`config.mk`:
```
export PLATFORM = sky130hd
export DESIGN_NAME = ab_metric_unit
export DESIGN_NICKNAME = d
export VERILOG_FILES = /design/src/rtl/ab_trellis_pkg.sv /design/src/rtl/ab_phase_ctrl.sv /design/src/rtl/ab_metric_bank.sv /design/src/rtl/ab_acs_addcmp.sv /design/src/rtl/ab_acs_selnorm.sv /design/src/rtl/ab_metric_unit.sv
export SDC_FILE = /design/constraint.sdc
export NUM_CORES = 1
export LEC_CHECK = 0
export BUFFER_PORTS_ARGS = -buffer_cell sky130_fd_sc_hd__buf_4
export CAP_MARGIN = 10
export CORE_UTILIZATION = 55
export DETAILED_ROUTE_END_ITERATION = 10
export GPL_TIMING_DRIVEN = 0
export PLACE_DENSITY = 0.73
export RECOVER_POWER = 25
export REMOVE_ABC_BUFFERS = 1
export SLEW_MARGIN = 40
export SYNTH_ARGS = -nofsm -noshare
export SYNTH_HDL_FRONTEND = slang
export SYNTH_SLANG_ARGS = --single-unit
```
`constraint.sdc`:
```
create_clock -name clk -period 4.3 [get_ports clk]
set_clock_uncertainty 0.05 [all_clocks]
set_input_delay 0.645 -clock clk [delete_from_list [all_inputs] [get_ports clk]]
set_output_delay 0.645 -clock clk [all_outputs]
set_load 0.005 [all_outputs]
```
`src/rtl/ab_trellis_pkg.sv`:
```
package ab_trellis_pkg;
  localparam int NSTATE = 8;
  localparam int NLABEL = 4;

  // forward: j-th source state of target t (shift register holds {r1,r2,r3})
  function automatic logic [2:0] fwd_src(input logic [2:0] t, input logic j);
    return {t[1:0], j};
  endfunction

  // forward: branch label {u,p} of the j-th transition into t
  function automatic logic [1:0] fwd_lbl(input logic [2:0] t, input logic j);
    logic u, p;
    u = t[2] ^ t[0] ^ j;
    p = t[2] ^ t[1] ^ j;
    return {u, p};
  endfunction

  // backward: successor of state s under input bit j
  function automatic logic [2:0] bwd_dst(input logic [2:0] s, input logic j);
    logic a;
    a = j ^ s[1] ^ s[0];
    return {a, s[2], s[1]};
  endfunction

  // backward: branch label {u,p} of state s under input bit j
  function automatic logic [1:0] bwd_lbl(input logic [2:0] s, input logic j);
    logic a;
    a = j ^ s[1] ^ s[0];
    return {j, a ^ s[2] ^ s[0]};
  endfunction
endpackage

```
`src/rtl/ab_phase_ctrl.sv`:
```
module ab_phase_ctrl (
  input  logic clk,
  input  logic rst_n,
  input  logic restart,
  output logic phase_beta
);
  always_ff @(posedge clk) begin
    if (!rst_n)       phase_beta <= 1'b0;
    else if (restart) phase_beta <= 1'b0;
    else              phase_beta <= ~phase_beta;
  end
endmodule

```
`src/rtl/ab_metric_bank.sv`:
```
module ab_metric_bank
  import ab_trellis_pkg::*;
#(
  parameter int MW = 9
) (
  input  logic                     clk,
  input  logic                     rst_n,
  input  logic                     restart,
  input  logic                     wr_en,
  input  logic                     wr_beta,
  input  logic [NSTATE-1:0][MW-1:0] wr_vec,
  input  logic                     rd_beta,
  output logic [NSTATE-1:0][MW-1:0] rd_vec
);
  function automatic logic [NSTATE-1:0][MW-1:0] init_vec();
    logic [NSTATE-1:0][MW-1:0] v;
    for (int s = 0; s < NSTATE; s++)
      v[s] = (s == 0) ? '0 : {1'b1, {(MW-1){1'b0}}};
    return v;
  endfunction

  localparam logic [NSTATE-1:0][MW-1:0] INIT = init_vec();

  logic [NSTATE-1:0][MW-1:0] alpha_q, beta_q;

  always_ff @(posedge clk) begin
    if (!rst_n || restart) begin
      alpha_q <= INIT;
      beta_q  <= INIT;
    end else if (wr_en) begin
      if (wr_beta) beta_q  <= wr_vec;
      else         alpha_q <= wr_vec;
    end
  end

  assign rd_vec = rd_beta ? beta_q : alpha_q;
endmodule

```
`src/rtl/ab_acs_addcmp.sv`:
```
module ab_acs_addcmp
  import ab_trellis_pkg::*;
#(
  parameter int MW = 9,
  parameter int GW = 7,
  localparam int WW = MW + 2
) (
  input  logic                      clk,
  input  logic                      rst_n,
  input  logic                      flush,
  input  logic                      in_valid,
  input  logic                      in_beta,
  input  logic [NSTATE-1:0][MW-1:0] cur,
  input  logic [NLABEL-1:0][GW-1:0] gam,
  output logic                      s1_valid,
  output logic                      s1_beta,
  output logic [NSTATE-1:0][WW-1:0] s1_c0,
  output logic [NSTATE-1:0][WW-1:0] s1_c1,
  output logic [NSTATE-1:0]         s1_pick
);
  function automatic logic [WW-1:0] ext_m(input logic [MW-1:0] v);
    return {{(WW-MW){v[MW-1]}}, v};
  endfunction

  function automatic logic [WW-1:0] ext_g(input logic [GW-1:0] v);
    return {{(WW-GW){v[GW-1]}}, v};
  endfunction

  logic [NSTATE-1:0][WW-1:0] c0, c1;
  logic [NSTATE-1:0]         pick;

  for (genvar t = 0; t < NSTATE; t++) begin : g_st
    logic [2:0] ix0, ix1;
    logic [1:0] lb0, lb1;
    always_comb begin
      if (in_beta) begin
        ix0 = bwd_dst(3'(t), 1'b0);
        ix1 = bwd_dst(3'(t), 1'b1);
        lb0 = bwd_lbl(3'(t), 1'b0);
        lb1 = bwd_lbl(3'(t), 1'b1);
      end else begin
        ix0 = fwd_src(3'(t), 1'b0);
        ix1 = fwd_src(3'(t), 1'b1);
        lb0 = fwd_lbl(3'(t), 1'b0);
        lb1 = fwd_lbl(3'(t), 1'b1);
      end
    end
    assign c0[t]   = ext_m(cur[ix0]) + ext_g(gam[lb0]);
    assign c1[t]   = ext_m(cur[ix1]) + ext_g(gam[lb1]);
    assign pick[t] = $signed(c1[t]) > $signed(c0[t]);
  end

  always_ff @(posedge clk) begin
    if (!rst_n) begin
      s1_valid <= 1'b0;
      s1_beta  <= 1'b0;
      s1_c0    <= '0;
      s1_c1    <= '0;
      s1_pick  <= '0;
    end else begin
      s1_valid <= in_valid && !flush;
      s1_beta  <= in_beta;
      s1_c0    <= c0;
      s1_c1    <= c1;
      s1_pick  <= pick;
    end
  end
endmodule

```
`src/rtl/ab_acs_selnorm.sv`:
```
module ab_acs_selnorm
  import ab_trellis_pkg::*;
#(
  parameter int MW = 9,
  localparam int WW = MW + 2
) (
  input  logic                      clk,
  input  logic                      rst_n,
  input  logic                      flush,
  input  logic                      s1_valid,
  input  logic                      s1_beta,
  input  logic [NSTATE-1:0][WW-1:0] s1_c0,
  input  logic [NSTATE-1:0][WW-1:0] s1_c1,
  input  logic [NSTATE-1:0]         s1_pick,
  output logic                      res_valid,
  output logic                      res_beta,
  output logic [NSTATE-1:0][MW-1:0] res_vec,
  output logic                      out_valid,
  output logic                      out_beta,
  output logic [NSTATE-1:0][MW-1:0] out_vec
);
  localparam int HI_I = (1 << (MW-1)) - 1;
  localparam logic signed [WW-1:0] HI = WW'(HI_I);
  localparam logic signed [WW-1:0] LO = WW'(-HI_I - 1);

  function automatic logic [MW-1:0] sat(input logic signed [WW-1:0] v);
    if (v > HI)      return HI[MW-1:0];
    else if (v < LO) return LO[MW-1:0];
    else             return v[MW-1:0];
  endfunction

  logic signed [WW-1:0] win  [NSTATE];
  logic signed [WW-1:0] diff [NSTATE];

  always_comb begin
    for (int t = 0; t < NSTATE; t++)
      win[t] = s1_pick[t] ? $signed(s1_c1[t]) : $signed(s1_c0[t]);
    for (int t = 0; t < NSTATE; t++) begin
      diff[t]    = win[t] - win[0];
      res_vec[t] = sat(diff[t]);
    end
  end

  assign res_valid = s1_valid && !flush;
  assign res_beta  = s1_beta;

  always_ff @(posedge clk) begin
    if (!rst_n) begin
      out_valid <= 1'b0;
      out_beta  <= 1'b0;
      out_vec   <= '0;
    end else begin
      out_valid <= res_valid;
      out_beta  <= res_beta;
      out_vec   <= res_vec;
    end
  end
endmodule

```
`src/rtl/ab_metric_unit.sv`:
```
module ab_metric_unit
  import ab_trellis_pkg::*;
#(
  parameter int MW = 9,
  parameter int GW = 7,
  localparam int WW = MW + 2
) (
  input  logic                   clk,
  input  logic                   rst_n,
  input  logic                   blk_start,
  input  logic                   bm_valid,
  input  logic [NLABEL*GW-1:0]   bm_gamma,
  output logic                   phase_beta,
  output logic                   out_valid,
  output logic                   out_beta,
  output logic [NSTATE*MW-1:0]   out_metric
);
  // named events for the checker
  logic acc_evt;
  logic upd_evt;

  logic [NSTATE-1:0][MW-1:0] cur_vec, res_vec, out_vec;
  logic [NLABEL-1:0][GW-1:0] gam;
  logic                      s1_valid, s1_beta, res_beta;
  logic [NSTATE-1:0][WW-1:0] s1_c0, s1_c1;
  logic [NSTATE-1:0]         s1_pick;

  assign acc_evt    = bm_valid && !blk_start;
  assign gam        = bm_gamma;
  assign out_metric = out_vec;

  ab_phase_ctrl i_phase (
    .clk        (clk),
    .rst_n      (rst_n),
    .restart    (blk_start),
    .phase_beta (phase_beta)
  );

  ab_metric_bank #(.MW(MW)) i_bank (
    .clk     (clk),
    .rst_n   (rst_n),
    .restart (blk_start),
    .wr_en   (upd_evt),
    .wr_beta (res_beta),
    .wr_vec  (res_vec),
    .rd_beta (phase_beta),
    .rd_vec  (cur_vec)
  );

  ab_acs_addcmp #(.MW(MW), .GW(GW)) i_addcmp (
    .clk      (clk),
    .rst_n    (rst_n),
    .flush    (blk_start),
    .in_valid (acc_evt),
    .in_beta  (phase_beta),
    .cur      (cur_vec),
    .gam      (gam),
    .s1_valid (s1_valid),
    .s1_beta  (s1_beta),
    .s1_c0    (s1_c0),
    .s1_c1    (s1_c1),
    .s1_pick  (s1_pick)
  );

  ab_acs_selnorm #(.MW(MW)) i_selnorm (
    .clk       (clk),
    .rst_n     (rst_n),
    .flush     (blk_start),
    .s1_valid  (s1_valid),
    .s1_beta   (s1_beta),
    .s1_c0     (s1_c0),
    .s1_c1     (s1_c1),
    .s1_pick   (s1_pick),
    .res_valid (upd_evt),
    .res_beta  (res_beta),
    .res_vec   (res_vec),
    .out_valid (out_valid),
    .out_beta  (out_beta),
    .out_vec   (out_vec)
  );
endmodule

```
# Word-level counts from Yosys, hierarchy flattened
# Index checks and enable logic that the tools add are counted.
# word_totals
wordCells	203
in_bits	32
output_inout_bits	75
reg_bits	405
# op_classes
reduce_logical	9
magnitude_cmp	42
mux	79
n_bitwise	3
n_addsub	24
# op_table
operator	count
9-bit binary-select mux with 3-bit select	14
9-bit 2-to-1 mux	30
9-bit by 7-bit adder with 10-bit output	16
11-bit greater-than comparator	8
11-bit by 9-bit greater-than comparator with 1-bit output (second input constant)	8
11-bit by 9-bit less-than comparator with 1-bit output (second input constant)	8
11-bit 2-to-1 mux	8
11-bit subtractor	8
72-bit 2-to-1 mux	1
7-bit binary-select mux with 2-bit select	4
3-bit by 4-bit less-than comparator with 1-bit output (second input constant)	12
7-bit 2-to-1 mux	4
3-bit 2-to-1 mux	8
2-bit 2-to-1 mux	8
2-bit by 3-bit less-than comparator with 1-bit output (second input constant)	4
2-bit by 4-bit less-than comparator with 1-bit output (second input constant)	2
2-bit AND reduction	2
1-bit logical AND	3
1-bit NOT	3
1-bit logical NOT	2
1-bit 2-to-1 mux	2
2-bit OR reduction	1
1-bit logical OR	1

# Depth between registers and ports, before layout
# Gate-level depths: netlist of the first run.
# logic_depth
word_depth	5
ltp_mapped	22
mapped_depth_nobuf	19

# By module
# A second synthesis of the first run with hierarchy kept.
# unflattened
hier_cells	3163
area_unflattened_um2	27082.2
# modules_own_cells
module	seq_area_each_um2	area_per_inst_um2	instances	cells_each
ab_acs_addcmp	3403.3	13738.2	1	1644
ab_acs_selnorm	1301.2	7354.6	1	808
ab_metric_bank	2882.8	5943.2	1	708
ab_phase_ctrl	20.0	32.5	1	2
ab_metric_unit	0.0	13.8	1	1

# Least setup slack after synthesis of the first run
# Ideal clock, no wire load.
# synth_timing
kind	register to register
startpoint	register i_phase.phase_beta
endpoint	register i_addcmp.s1_pick[1]
setup_slack_ns	0.184
setup_ns	0.115
t_arrival_ns	3.951
period_less_slack_ns	4.116
n_path_buf	3
path_stages_with_launch	20
required_time_ns	4.135
path_cell_list	dfxtp_1 clkbuf_1 clkbuf_1 clkbuf_1 nand2_1 nand2_1 ha_1 a21o_1 a21oi_1 o21bai_1 a21oi_1 o21ai_0 a2111oi_0 nor2_1 ha_1 a211o_1 nand2b_1 o311ai_0 a21oi_1 o21a_1
# synth_between
elab_chain_cells	5
word_cells_on_any_way	16
cone_classes	add/sub: 2; order compare: 1; mux: 13
# synth_rtl
element	line_no	text
from (decl)	ab_phase_ctrl.sv:5	output logic phase_beta
from (signal assigned)	ab_phase_ctrl.sv:10	else phase_beta <= ~phase_beta;
72-bit 2-to-1 mux (tied with other cells)	ab_metric_bank.sv:36	assign rd_vec = rd_beta ? beta_q : alpha_q;
9-bit binary-select mux with 3-bit select (tied with other cells)	ab_acs_addcmp.sv:49	assign c1[t] = ext_m(cur[ix1]) + ext_g(gam[lb1]);
9-bit 2-to-1 mux (not written as such) (tied with other cells)	ab_acs_addcmp.sv:49	
9-bit by 7-bit adder with 10-bit output (on tied branches)	ab_acs_addcmp.sv:49, ab_acs_addcmp.sv:48	
11-bit greater-than comparator (*)	ab_acs_addcmp.sv:50	assign pick[t] = $signed(c1[t]) > $signed(c0[t]);
to (signal assigned)	ab_acs_addcmp.sv:65	s1_pick <= pick;
to (decl)	ab_acs_addcmp.sv:19	output logic [NSTATE-1:0] s1_pick
# Mark *: on every way between the ends. The rest lies on a longest branch, timed or not. The select of a mux whose other input is x is not followed.
# A chain may end at the register's enable or synchronous reset.

==> results.yml, run 1 <==
synth:
  synth_top_area_frac: 0.308
  synth_edf_count: 0
  synth_mux_area_frac: 0.0515
  synth_flop_cell: "dfxtp_1"
  synthSimpleGateAreaFrac: 0.171
  synth_area_um2: 23500
  synth_most_common_cell: "dfxtp_1"
  synth_common_cells: "362 x dfxtp_1, 304 x nand2_1, 286 x ha_1"
  synth_top_area_cell: "dfxtp_1"
  synthArstFlopShare: 0
  synth_xor_area_frac: 0.0451
  yosysWarnings: 0
  ys_ff_latch: 362
  synthTopCellsByArea: "dfxtp_1 31%, ha_1 15%, o21ai_0 5.6%, nand2_1 4.9%, mux2_2 4.1%"
  synth_compound_area_frac: 0.212
  synth_top_family_by_area: "compound AO/OA/AOI/OAI gates"
  seq_area_frac_synth: 0.308
  synth.distinct_cells: 67
  syn_area_per_cell_um2: 8.51
  synthAdderAreaFrac: 0.171
  syn_inst: 2765
final_layout:
  fill_cells: 3647
  syn_to_final_growth_pct: 12.9
  fin_util: 0.631
  layout-drive-gt1-share: 0.130
  fin_nets: 3175
  antennaDiodeCount: 0
global_route:
  grt_pass1_vias: 19600
  grt_pass1_wl_mm: 115
  globalRouteTotalUtil: 0.350
  grt-ovfl-total: 0
  antenna_found_initial: 2
  grt_start_max_net_pins: 98
clock_network:
  cts.sink_count: 362
  path_clk_slew_ns: 0.06
  postCtsHoldBufs: 0
  numCtsBuffers: 41
  htree_num_levels: 2
  ctsLongestPathBuffers: 3
  tritoncts: "yes"
  root_buffer: "clkbuf_16"
  clock_latency_ns: 0.56
setup_path:
  worst_r2r_path_depth: 18
  crit_start: "i_phase.phase_beta$_SDFF_PP0_"
  worstReg2RegEnd: "i_addcmp.s1_pick[2]$_SDFF_PN0_"
  cpMaxStageDelayCell: "dfxtp_4"
  path_common_cell: "a21oi_1"
  slowest_delay_ns: 0.45
  path_max_fanout: 46
  required_ns: 4.70
  arrival_ns: 4.55
  timing.rr.start: "i_phase.phase_beta$_SDFF_PP0_"
  worstPathCellList: "buf_16 -> buf_12 -> nand2b_1 -> nand2_1 -> ha_1 -> a21o_1 -> a21oi_1 -> o21bai_1 -> a21oi_1 -> o21ai_0 -> xor2_1 -> ha_1 -> a21o_1 -> a211o_1 -> nand2b_1 -> o311ai_0 -> a21oi_1 -> o21a_1"
  endpoint: "i_addcmp.s1_pick[2]$_SDFF_PN0_"
  r2r_setup_slack_ns: 0.15
  cp-start-kind: "flip-flop"
  crit_type: "reg -> reg"
  end_kind: "flip-flop"
sta:
  min_period_ns: 4.15
  fin_crit_sh: 0.965
  slew_headroom: 0.488
  max_freq_mhz: 241
  final-max-slew-violation-count: 0
  hold_viol: 0
  setup_viol: 0
  tightest_slew_ns: 0.767
die:
  die_w_um: 209
  core_area_um2: 42000
  die_h_um: 209
  boundaryPins: 107
  rows: 75
  initial_core_util: 0.560
  dieArea_um2: 43600
route:
  dr.first_iter.drc_count: 2061
  drtPass1Iterations: 6
  ant_nets: 0
  drc: 0
  wl_per_cell_um: 23.1
  wl_mm: 78.6
  viasPerCell: 6.19
  vias: 21000
hold_path:
  hold_class: "in -> reg"
placement:
  gp_congestion: 1.04
  hpwl_mm: 61.7
  portBuffers: 97
pwr:
  p_per_area_nw_per_um2: 490
  p_leak_nw: 12.2
  p_total_mw: 13.0
  vdd_ir_drop_max_v: 0.000402
job:
  cap_viol_max_count: 0
outcome:
  outcome: "complete, no violations"
## flip-flops by register name (all words and copies together), names as in the netlist
signal	flops
i_selnorm.out_beta	1
i_bank.alpha_q	63
i_selnorm.out_vec	63
i_addcmp.s1_beta	1
i_bank.beta_q	63
i_addcmp.s1_valid	1
i_selnorm.out_valid	1
i_addcmp.s1_c0	80
i_phase.phase_beta	1
i_addcmp.s1_pick	8
i_addcmp.s1_c1	80
## cells in the final DEF, fill, tap and decap left out, drive strengths merged, types with 8 or more instances in the layout
cell type / count
clkbuf: 56
nand3b: 8
nor3: 19
ha: 286
o21a: 58
xor2: 42
nor2: 158
nor2b: 53
fa: 22
a21oi: 173
and3: 16
nand4: 16
a21boi: 17
mux2: 85
or2: 8
nand2b: 79
nand3: 28
a211o: 9
and2: 90
nand2: 304
inv: 124
a211oi: 12
o21ai: 287
a21o: 47
xnor2: 79
dfxtp: 362
buf: 135
mux2i: 21
or3: 18
a2111oi: 12
a31oi: 102
o21bai: 19
conb: 10
o211ai: 25
## per-layer routing
layer,up-vias,global-route usage,share of wire
li1,9897,-,-
met1,10000,0.457,0.41
met2,895,0.556,0.44
met3,219,0.0543,0.085
met4,0,0.187,0.062
met5,-,0,0
## cell families (layout without fill, tap and decap cells)
family | count (synthesis) | after routing
AND/OR/NAND/NOR | 822 | 822
AO/OA/AOI/OAI | 802 | 802
flip-flops | 362 | 362
adder cells (fa/ha/maj) | 308 | 308
buffers and inverters | 243 | 329
XOR/XNOR | 121 | 121
multiplexers | 106 | 106
other | 1 | 10
## critical path, delay by kind of cell (launching register included)
family	cells	cell delay (ns)
compound gates	10	1.70
fa+ha+maj	2	0.61
simple gates	3	0.46
flops	1	0.45
buf+inv	2	0.39
xor+xnor	1	0.34
## what timing repair did
action | in CTS | in global routing
gates cloned | 0 | 3
setup buffers | 0 | 9
resized for setup | 8 | 28
setup endpoints to repair | 11 | 20
pin swaps | 0 | 8
## worst min-delay path by stage
stage | cells past startpoint | slack (ns) | from | to
finish | 2 | 0.24 | bm_valid | i_addcmp.s1_valid$_SDFF_PN0_
CTS | 2 | 0.22 | bm_valid | i_addcmp.s1_valid$_SDFF_PN0_
global placement | 2 | 0.38 | i_bank.beta_q[18]$_SDFFE_PP0P_ | i_bank.beta_q[18]$_SDFFE_PP0P_
floorplan | 2 | 0.37 | i_bank.beta_q[18]$_SDFFE_PP0P_ | i_bank.beta_q[18]$_SDFFE_PP0P_
detailed placement | 2 | 0.40 | i_bank.beta_q[26]$_SDFFE_PP1P_ | i_bank.beta_q[26]$_SDFFE_PP1P_
global route | 2 | 0.24 | bm_valid | i_addcmp.s1_valid$_SDFF_PN0_
## cell type report
type	count	area [um^2]	share of cell area
Multi-Input combinational cell	2169	15600	0.587
Sequential cell	362	7250	0.273
Timing Repair Buffer	138	1320	0.0496
Clock buffer	53	1110	0.0419
Tap cell	539	674	0.0254
Inverter	123	469	0.0177
Clock inverter	15	144	0.00542
## report_power, final
part	switching (mW)	total (mW)	internal [mW]
Sequential	0.205	3.98	3.78
Clock	1.43	3.37	1.94
Combinational	3.46	5.66	2.20
## through the flow
step	area (um^2)	setup TNS (ns)	worst slack, ns	hold WS [ns]	std cells
3_3_place_gp	24400	-1320.82	-7.32	0.379	3290
5_1_grt	26500	-0.0689	-0.0279	0.243	3399
6_report	26500	0	0.150	0.236	3399
2_1_floorplan	23000	-187.29	-1.94	0.367	2654
4_1_cts	26300	0	0.0240	0.218	3387
3_5_place_dp	25100	-0.436	-0.114	0.402	3319
(Power assumes the default switching activity.)
==> run 2, diff against run 1 <==
Settings changed: PLACE_DENSITY 0.73 to 0.83.
==> run 2 against run 1 <==
  * Design area rose by 0.76%
  * Critical path depth rose by 2
  * Hold slack improved by 0.0022 ns
  * Clock power rose by 8.0%
  * Final cell count rose by 0.26%
  * Combinational power rose by 2%
  * Fmax fell by 0.99%
  * Global-route usage rose by 1.1 points
  * First-iteration DRC count fell by 8.0%
==> results.yml, run 2 (same netlist as run 1, synthesis figures left out) <==
clock_network:
  numCtsBuffers: 41
  clock_latency_ns: 0.57
  ctsLongestPathBuffers: 3
  cts.sink_count: 362
  postCtsHoldBufs: 0
  path_clk_slew_ns: 0.06
  htree_num_levels: 2
  root_buffer: "clkbuf_16"
  tritoncts: "yes"
global_route:
  antenna_found_initial: 4
  grt_pass1_vias: 20500
  grt_start_max_net_pins: 98
  grt_pass1_wl_mm: 119
  grt-ovfl-total: 0
  globalRouteTotalUtil: 0.361
sta:
  tightest_slew_ns: 0.993
  setup_viol: 0
  hold_viol: 0
  fin_crit_sh: 0.975
  rsz0062_at_grt: "yes"
  min_period_ns: 4.19
  slew_headroom: 0.331
  max_freq_mhz: 239
  final-max-slew-violation-count: 0
setup_path:
  timing.rr.start: "i_phase.phase_beta$_SDFF_PP0_"
  crit_type: "reg -> reg"
  crit_start: "i_phase.phase_beta$_SDFF_PP0_"
  required_ns: 4.72
  end_kind: "flip-flop"
  worstReg2RegEnd: "i_addcmp.s1_pick[5]$_SDFF_PN0_"
  worst_r2r_path_depth: 20
  r2r_setup_slack_ns: 0.11
  cp-start-kind: "flip-flop"
  arrival_ns: 4.61
  endpoint: "i_addcmp.s1_pick[5]$_SDFF_PN0_"
  path_max_fanout: 38
placement:
  dp.cells: 3320
  placed_area_um2: 25100
  portBuffers: 97
  hpwl_mm: 62.2
  gp_congestion: 1.03
final_layout:
  fill_cells: 3558
  fin_nets: 3176
  final_common_cell: "dfxtp_1"
  syn_to_final_growth_pct: 13.7
  layout-drive-gt1-share: 0.138
  final_area_um2: 26700
  layoutNonFillerInstCount: 3408
  reg_top3: "i_addcmp.s1_c0: 80 flops, i_addcmp.s1_c1: 80 flops"
  final_cell_mix: "360 x dfxtp_1, 303 x nand2_1, 286 x ha_1, 239 x o21ai_0, 160 x a21oi_1"
route:
  vias: 21200
  ant_nets: 0
  drtPass1Iterations: 8
  dr.first_iter.drc_count: 1897
  viasPerCell: 6.23
  wl_mm: 80.2
  wl_per_cell_um: 23.5
  drc: 0
hold_path:
  hold_path_depth: 2
  hold_class: "in -> reg"
die:
  die_h_um: 209
  core_area_um2: 42000
  die_w_um: 209
  boundaryPins: 107
  initial_core_util: 0.560
  rows: 75
  dieArea_um2: 43600
job:
  cap_viol_max_count: 0
outcome:
  outcome: "complete, no violations"
pwr:
  p_per_area_nw_per_um2: 501
  vdd_ir_drop_max_v: 0.000576
  p_leak_nw: 12.3
==> run 2: cell types whose count changed in the layout (fill, tap and decap cells not counted), moves of 2 or more <==
cell	previous run	this run
clkbuf_8	4	8
nor2b_1	51	53
nor2b_2	2	0
clkinvlp_4	6	2
o21ai_1	25	29
clkinv_4	0	2
buf_2	1	4
a21oi_2	6	13
inv_6	1	6
o21ai_0	248	239
o21ai_2	12	17
buf_4	113	110
clkbuf_1	8	4
a21oi_1	167	160
==> run 2: final cells by class <==
class	count	area (um^2)	share of cell area
repair buffers	139	1320	0.0493
multi-input cells	2169	15600	0.585
diodes	1	2.50	0.0000936
well taps	539	674	0.0252
clock buffers	55	1200	0.0449
clock inverters	20	191	0.00716
flip-flops and latches	362	7250	0.271
inverters	123	469	0.0175
==> run 2: repair_timing <==
item / in CTS / in global routing
buffers inserted: 2 / 8
endpoints found under the setup margin: 23 / 32
gates cloned: 1 / 1
gates resized for setup: 13 / 49
pin swaps: 1 / 13
==> run 2: worst min path at each step <==
stage / startpoint / endpoint / slack (ns)
4_1_cts: bm_valid / i_addcmp.s1_valid$_SDFF_PN0_ / 0.22
3_5_place_dp: i_bank.beta_q[18]$_SDFFE_PP0P_ / i_bank.beta_q[18]$_SDFFE_PP0P_ / 0.39
3_3_place_gp: i_bank.beta_q[18]$_SDFFE_PP0P_ / i_bank.beta_q[18]$_SDFFE_PP0P_ / 0.38
2_1_floorplan: i_bank.beta_q[18]$_SDFFE_PP0P_ / i_bank.beta_q[18]$_SDFFE_PP0P_ / 0.37
5_1_grt: bm_valid / i_addcmp.s1_valid$_SDFF_PN0_ / 0.23
6_report: bm_valid / i_addcmp.s1_valid$_SDFF_PN0_ / 0.24
==> run 2: per-layer routing <==
layer | vias up | global-route usage | part of all wire
met5 | - | 0 | 0.00034
met4 | 4 | 0.219 | 0.068
met3 | 270 | 0.0792 | 0.089
met2 | 994 | 0.572 | 0.44
met1 | 10000 | 0.449 | 0.41
li1 | 9923 | - | -
==> run 2: power breakdown <==
part	internal, mW	leakage (nW)	switching, mW	total, mW
sequential	3.78	2.99	0.210	3.99
combinational	2.23	8.63	3.56	5.79
clock	2.11	0.690	1.53	3.64
==> run 2: metrics by stage <==
stage / TNS (ns) / setup slack, ns / power (mW) / hold WS (ns) / utilization
global route: -0.125 / -0.0752 / 14.0 / 0.234 / 0.636
floorplan: -187.29 / -1.94 / 7.56 / 0.367 / -
detailed placement: -3.77 / -0.460 / 9.57 / 0.391 / 0.596
finish: 0 / 0.108 / 13.4 / 0.239 / 0.636
global placement: -1270.57 / -7.00 / 9.29 / 0.379 / 0.581
CTS: 0 / 0.0208 / 13.2 / 0.221 / 0.631
==> run 2: critical path, stage by stage (launching register included) <==
cell      delay (ns)
dfxtp_4         0.36
buf_16          0.18
buf_16          0.19
and2_4          0.20
or2_2           0.27
ha_1            0.21
inv_1           0.08
fa_2            0.22
nor2b_1         0.06
o21ai_2         0.15
a21boi_1        0.11
o21ai_1         0.20
a21oi_1         0.11
or3_1           0.37
and2_1          0.17
ha_1            0.31
a211o_1         0.28
nand2b_1        0.15
o311ai_0        0.12
a21oi_1         0.07
o21a_1          0.18
